===== src/rtl/ivt_pkg.sv =====
`timescale 1ns/1ps
// Package ivt_pkg
// Shared defaults and fixed addresses for the interval timer.
// Assumes the start-value bits sit at addresses 1..CNT_W, below the exit range.
package ivt_pkg;
    localparam int DEF_CNT_W = 14;   // counter width
    localparam int DEF_PRE_W = 6;    // prescaler width (divide by 2**PRE_W)
    localparam int DEF_SEL_W = 5;    // bit-address width
    localparam int MODE_SEL  = 0;    // address of the mode bit
    localparam int MASK_SEL  = 3;    // address of the timer mask in interrupt mode
endpackage


===== src/rtl/ivt_prescaler.sv =====
`timescale 1ns/1ps
// Module ivt_prescaler
// Free-running divider; tick is high for one clock every 2**PRE_W clocks.
// Assumes restart has priority and returns the divider to zero.
module ivt_prescaler #(
    parameter int PRE_W = 6
) (
    input  logic clk,
    input  logic rst_n,
    input  logic restart,
    output logic tick
);
    logic [PRE_W-1:0] div_q;

    // tick marks the last clock of each divider period
    assign tick = &div_q;

    // divider count, cleared by reset or restart
    always_ff @(posedge clk) begin
        if (!rst_n || restart) begin
            div_q <= '0;
        end else begin
            div_q <= div_q + 1'b1;
        end
    end
endmodule


===== src/rtl/ivt_ctrl.sv =====
`timescale 1ns/1ps
// Module ivt_ctrl
// Decodes bit-addressed writes: mode bit, start value bits, timer mask;
// keeps the interrupt enable and pending flag.
// Assumes CNT_W < 2**(SEL_W-1) so start addresses never hit the exit range.
module ivt_ctrl #(
    parameter int CNT_W    = 14,
    parameter int SEL_W    = 5,
    parameter int MODE_SEL = 0,
    parameter int MASK_SEL = 3
) (
    input  logic             clk,
    input  logic             rst_n,
    input  logic             chip_sel,
    input  logic [SEL_W-1:0] sel,
    input  logic             wr_stb,
    input  logic             wr_val,
    input  logic             zero_evt,
    output logic             mode_q,
    output logic             restart,
    output logic             en_q,
    output logic             mask_q,
    output logic             pend_q,
    output logic [CNT_W-1:0] start_q,
    output logic [CNT_W-1:0] start_nxt
);
    localparam int EXIT_SEL = 2 ** (SEL_W - 1);

    logic             wr_hit;
    logic             exit_sel;
    logic             mask_wr;
    logic             mode_wr;
    logic [CNT_W-1:0] bit_hit;

    assign wr_hit   = wr_stb & chip_sel;
    assign exit_sel = (sel >= SEL_W'(EXIT_SEL));
    assign mode_wr  = wr_hit && (sel == SEL_W'(MODE_SEL));
    assign mask_wr  = wr_hit && !mode_q && (sel == SEL_W'(MASK_SEL));

    // per-bit decode of start-value writes and the merged next start value
    for (genvar i = 0; i < CNT_W; i++) begin : g_bit
        assign bit_hit[i]   = wr_hit && mode_q && (sel == SEL_W'(i + 1));
        assign start_nxt[i] = bit_hit[i] ? wr_val : start_q[i];
    end

    assign restart = |bit_hit;

    // mode bit: high addresses force interrupt mode regardless of chip select
    always_ff @(posedge clk) begin
        if (!rst_n) begin
            mode_q <= 1'b0;
        end else if (exit_sel) begin
            mode_q <= 1'b0;
        end else if (mode_wr) begin
            mode_q <= wr_val;
        end
    end

    // start value and interrupt enable follow each start-bit write
    always_ff @(posedge clk) begin
        if (!rst_n) begin
            start_q <= '0;
            en_q    <= 1'b0;
        end else if (restart) begin
            start_q <= start_nxt;
            en_q    <= |start_nxt;
        end
    end

    // timer mask written at the mask address in interrupt mode
    always_ff @(posedge clk) begin
        if (!rst_n) begin
            mask_q <= 1'b0;
        end else if (mask_wr) begin
            mask_q <= wr_val;
        end
    end

    // pending flag: drop on zero start, set on enabled reload, clear on mask write
    always_ff @(posedge clk) begin
        if (!rst_n) begin
            pend_q <= 1'b0;
        end else if (restart && (start_nxt == '0)) begin
            pend_q <= 1'b0;
        end else if (zero_evt && en_q) begin
            pend_q <= 1'b1;
        end else if (mask_wr) begin
            pend_q <= 1'b0;
        end
    end
endmodule


===== src/rtl/ivt_counter.sv =====
`timescale 1ns/1ps
// Module ivt_counter
// Down-counter with reload from the start value and a snapshot that copies
// the new count on each decrement while outside clock mode.
// Assumes restart and tick never both apply; restart wins.
module ivt_counter #(
    parameter int CNT_W = 14
) (
    input  logic             clk,
    input  logic             rst_n,
    input  logic             tick,
    input  logic             restart,
    input  logic             mode_q,
    input  logic [CNT_W-1:0] load_val,
    input  logic [CNT_W-1:0] reload_val,
    output logic             zero_evt,
    output logic [CNT_W-1:0] cnt_q,
    output logic [CNT_W-1:0] snap_q
);
    logic [CNT_W-1:0] cnt_step;

    assign zero_evt = tick && !restart && (cnt_q == '0);
    assign cnt_step = (cnt_q == '0) ? reload_val : cnt_q - 1'b1;

    // count register: restart load, otherwise step on each tick
    always_ff @(posedge clk) begin
        if (!rst_n) begin
            cnt_q <= '0;
        end else if (restart) begin
            cnt_q <= load_val;
        end else if (tick) begin
            cnt_q <= cnt_step;
        end
    end

    // snapshot register: copies the stepped count only in interrupt mode
    always_ff @(posedge clk) begin
        if (!rst_n) begin
            snap_q <= '0;
        end else if (tick && !restart && !mode_q) begin
            snap_q <= cnt_step;
        end
    end
endmodule


===== src/rtl/snap_interval_timer.sv =====
`timescale 1ns/1ps
// Module snap_interval_timer
// Top level: prescaled reloading down-counter with bit-addressed access,
// frozen snapshot readback and a maskable timer interrupt request.
// Assumes single-cycle write strobes and a synchronous active-low reset.
module snap_interval_timer
    import ivt_pkg::*;
#(
    parameter int CNT_W = DEF_CNT_W,
    parameter int PRE_W = DEF_PRE_W,
    parameter int SEL_W = DEF_SEL_W
) (
    input  logic             clk,
    input  logic             rst_n,
    input  logic             chip_sel,
    input  logic [SEL_W-1:0] sel,
    input  logic             wr_stb,
    input  logic             wr_val,
    output logic             rd_val,
    output logic             tmr_irq
);
    logic             tick;
    logic             restart;
    logic             zero_evt;
    logic             mode_q;
    logic             en_q;
    logic             mask_q;
    logic             pend_q;
    logic [CNT_W-1:0] start_q;
    logic [CNT_W-1:0] start_nxt;
    logic [CNT_W-1:0] cnt_q;
    logic [CNT_W-1:0] snap_q;
    logic [CNT_W-1:0] snap_sh;
    logic [SEL_W-1:0] rd_idx;

    ivt_prescaler #(.PRE_W(PRE_W)) u_pre (
        .clk     (clk),
        .rst_n   (rst_n),
        .restart (restart),
        .tick    (tick)
    );

    ivt_ctrl #(
        .CNT_W    (CNT_W),
        .SEL_W    (SEL_W),
        .MODE_SEL (MODE_SEL),
        .MASK_SEL (MASK_SEL)
    ) u_ctrl (
        .clk       (clk),
        .rst_n     (rst_n),
        .chip_sel  (chip_sel),
        .sel       (sel),
        .wr_stb    (wr_stb),
        .wr_val    (wr_val),
        .zero_evt  (zero_evt),
        .mode_q    (mode_q),
        .restart   (restart),
        .en_q      (en_q),
        .mask_q    (mask_q),
        .pend_q    (pend_q),
        .start_q   (start_q),
        .start_nxt (start_nxt)
    );

    ivt_counter #(.CNT_W(CNT_W)) u_cnt (
        .clk        (clk),
        .rst_n      (rst_n),
        .tick       (tick),
        .restart    (restart),
        .mode_q     (mode_q),
        .load_val   (start_nxt),
        .reload_val (start_q),
        .zero_evt   (zero_evt),
        .cnt_q      (cnt_q),
        .snap_q     (snap_q)
    );

    assign tmr_irq = pend_q & mask_q;
    assign rd_idx  = sel - 1'b1;
    assign snap_sh = snap_q >> rd_idx;

    // read mux: mode bit at its address, snapshot bits in clock mode
    always_comb begin
        rd_val = 1'b0;
        if (chip_sel) begin
            if (sel == SEL_W'(MODE_SEL)) begin
                rd_val = mode_q;
            end else if (mode_q && (sel <= SEL_W'(CNT_W))) begin
                rd_val = snap_sh[0];
            end
        end
    end
endmodule


===== config.mk =====
export PLATFORM = sky130hd
export DESIGN_NAME = snap_interval_timer
export DESIGN_NICKNAME = d
export VERILOG_FILES = /design/src/rtl/ivt_pkg.sv /design/src/rtl/ivt_prescaler.sv /design/src/rtl/ivt_ctrl.sv /design/src/rtl/ivt_counter.sv /design/src/rtl/snap_interval_timer.sv
export SDC_FILE = /design/constraint.sdc
export NUM_CORES = 1
export LEC_CHECK = 0
export BUFFER_PORTS_ARGS = -buffer_cell sky130_fd_sc_hd__buf_2
export CORE_MARGIN = 3
export CORE_UTILIZATION = 30
export DETAILED_ROUTE_END_ITERATION = 10
export PLACE_DENSITY = 0.57
export REMOVE_ABC_BUFFERS = 1
export SKIP_LAST_GASP = 1
export SLEW_MARGIN = 20
export SYNTH_ARGS = -nofsm -noshare
export SYNTH_HDL_FRONTEND = slang
export SYNTH_HIERARCHICAL = 1
export SYNTH_SLANG_ARGS = --single-unit

===== constraint.sdc =====
create_clock -name clk -period 3.15 [get_ports clk]
set_clock_uncertainty 0.1 [all_clocks]
set_input_delay 0.63 -clock clk [delete_from_list [all_inputs] [get_ports clk]]
set_output_delay 0.63 -clock clk [all_outputs]
set_load 0.03 [all_outputs]

==> flow_metrics.py <==
metrics = {
    "final_layout": {
        "final_core_util_pct": 33.75,
        "n_antenna_cell": 0,
        "drive_gt1_share_pct": 11.68,
        "final_area_um2": 3516,
        "syn2layout_area_growth_pct": 8.536,
        "nets": 407,
    },
    "drt": {
        "vias": 2992,
        "routed_via_density": 5.645,
        "totalWireLength_um": 9237,
        "firstDrtPassIters": 5,
        "drc": 0,
        "post_drt_wl_per_cell_um": 17.43,
        "drtIter0Drc": 289,
        "ant_nets": 0,
    },
    "floorplanning": {
        "die_area_um2": 12080,
        "rows": 37,
        "core-area_um2": 10420,
        "die_w_um": 109.9,
        "die_h_um": 109.9,
        "initial_utilization_pct": 31.10,
        "pin_count": 12,
    },
    "logic_synthesis": {
        "ys_ff_latch": 52,
        "ys_warn_count": 6,
        "yosysMostFrequentCell": "dfxtp_1",
        "ys_types": 74,
        "synthCells": 390,
        "synth_edf_count": 0,
        "async_flop_share_pct": 0,
        "avgSynthCellArea_um2": 8.306,
        "synth.largest_area_cell": "dfxtp_1",
        "ys_seq_area_share_pct": 32.14,
        "synth_top_area_share_pct": 32.14,
        "synth_area_um2": 3239,
        "ys.flop_type": "dfxtp_1",
        "synthTopCellsByCount": "52 x dfxtp_1, 43 x nand2_1, 29 x nor2_1, 19 x a21oi_1, 19 x o21ai_0",
        "ys_top_cells_by_area": "dfxtp_1 32%, nand2_1 5.0%, mux2i_1 3.4%, nor2_1 3.4%, a21oi_1 2.9%",
    },
    "clock_tree": {
        "h-tree-depth": 2,
        "clkSinkCount": 52,
        "clk_latency_ns": 0.32,
        "cts_resized": 0,
        "postCtsHoldBufs": 0,
        "cts.path.max_buffers": 2,
        "cts_tree": "built",
        "cts_setup_buffers": 0,
        "cts_made_buffers": 5,
        "clockRootBuffer": "clkbuf_8",
        "cts.clk_slew.worst_paths_ns": 0.11,
    },
    "grt": {
        "use_met3_pct": 2.231,
        "overflow": 0,
        "grt_pass1_wl_um": 14510,
        "grt_antenna_before_repair": 0,
        "busiest_layer": "met2",
        "gr-usage-met1_pct": 21.70,
        "grt_pass1_vias": 2736,
        "met2_usage_pct": 24.96,
        "grt_usage_pct": 15.53,
        "grt_start_max_net_pins": 35,
    },
    "power_and_ir_drop": {
        "sw_frac_of_total_pct": 24.88,
        "pwr-share-comb_pct": 6.6,
        "leakagePower_uw": 0.001347,
        "power.switching_uw": 307.7,
        "p_seq_share_pct": 53.6,
        "power-per-cell-area_nw_per_um2": 351.8,
        "p_int_uw": 929.2,
        "clockPowerShare_pct": 39.7,
        "ir_drop_mv": 0.1684,
    },
    "run": {
        "maxCapViolCount": 0,
    },
    "critical_path": {
        "cp_data_arrival_time_ns": 2.25,
        "r2r_slack_ns": 0.54,
        "worst_r2r_path_depth": 7,
        "crit_type": "primary input to primary output",
        "path_max_fanout": 5,
        "path_cells": "buf_2 > inv_1 > ha_1 > mux4_2 > and2_0 > o31ai_1 > a21oi_1 > buf_2",
        "start_kind": "primary input",
        "r2r-end": "u_cnt/cnt_q[0]",
        "cpMostUsedCell": "buf_2",
        "crit_required_ns": 2.42,
        "slowest_delay_ns": 0.35,
        "crit_path_end_kind": "primary output",
        "crit_start": "sel[0]",
        "slowest_stage": "ha_1",
        "r2r_start": "u_cnt/cnt_q[0]",
    },
    "timing": {
        "slew_viol_final": 0,
        "worst_pin_slew_ns": 0.6408,
        "finalSetupViolCount": 0,
        "hold_viol_final": 0,
        "timing.final.crit_share_pct": 94.67,
        "max_freq_ghz": 0.3353,
        "fin_crit_ns": 2.982,
        "grt_setup_unrepaired": "false",
        "timing.setup.tns_ns": 0,
        "maxSlewHeadroom_pct": 56.93,
    },
    "worst_hold_path": {
        "hold_end": "u_pre/div_q[0]",
        "holdPathStages": 1,
        "hold_class": "flip-flop to flip-flop",
        "hp-start": "u_pre/div_q[0]",
    },
    "place": {
        "gp_congestion": 0.9050,
        "dpl_cell_area_um2": 3401,
        "dp_hpwl_um": 6874,
        "numPortBuffers": 11,
    },
    "run_status": {
        "status": "complete, no violations",
    },
}
area by class of cell:
class / count / area, um2
multi-input cells: 299 / 2003
clock inverters: 3 / 46.29
flip-flops and latches: 52 / 1041
well taps: 136 / 170.2
fillers: 1101 / 6900
clock buffers: 5 / 68.82
repair buffers: 22 / 137.6
inverters: 13 / 48.80
worst max-delay path, delay by kind of cell:
family          cells  cell delay (ns)
buf+inv             3             0.40
compound gates      2             0.39
fa+ha+maj           1             0.35
mux                 1             0.31
simple gates        1             0.17
cells in the final DEF, fill, tap and decap left out, types with 5 or more instances in the layout:
master	instances
xor2_1	6
and2_1	14
o21ai_1	13
nand4_1	5
dfxtp_1	52
nor2_1	29
nand3_1	10
nor3_1	8
a31oi_1	5
o22ai_1	7
buf_4	11
inv_1	12
nand2_1	43
buf_2	11
nor3b_1	8
a21oi_1	19
mux2i_1	11
nor2b_1	7
o21ai_0	19
clkbuf_8	5
mux2_1	6
sequential cells by signal, summed over array words and instances (netlist names):
register        count
u_ctrl/mask_q       1
u_pre/div_q         6
u_ctrl/pend_q       1
u_ctrl/en_q         1
u_cnt/cnt_q        14
u_ctrl/mode_q       1
u_ctrl/start_q     14
u_cnt/snap_q       14
worst max path at each step:
stage and endpoint:
2_1_floorplan rd_val, 3_3_place_gp rd_val, 3_5_place_dp rd_val, 4_1_cts rd_val, 5_1_grt rd_val, 6_report rd_val
power groups by stage:
stage	combinational, uW	clock, uW	sequential, uW
final	82.1	491	663
after global routing	89.5	525	664
after CTS	81.1	504	664
after detailed placement	81.0	0	679
after global placement	78.4	0	678
after floorplan	36.4	0	678
kinds of logic after synthesis:
logic type | after synthesis | synth area share (%)
xor+xnor | 10 | 2.704
mux | 23 | 8.961
simple gates | 163 | 28.54
flops | 52 | 32.14
compound gates | 99 | 20.09
buf+inv | 39 | 6.025
fa+ha+maj | 4 | 1.545
routing by layer:
layer  vias to the layer above  wire (um)  part of all wire (%)
met5                         -          0                     0
met4                         0        177                   1.9
met3                        15        579                   6.3
met2                       106       4207                    46
met1                      1434       4272                    46
li1                       1437          -                     -
metrics by stage:
step,setup WS (ns),power (uW),hold slack (ns),cells
3_3_place_gp,0.2588,756.7,0.3453,522
2_1_floorplan,0.3286,714.4,0.3288,364
4_1_cts,0.1875,1249,0.3829,530
6_report,0.1679,1237,0.3745,530
5_1_grt,0.09931,1278,0.4021,530
3_5_place_dp,0.1952,759.7,0.3566,522
Note: power is estimated with default switching activity, not from simulation.
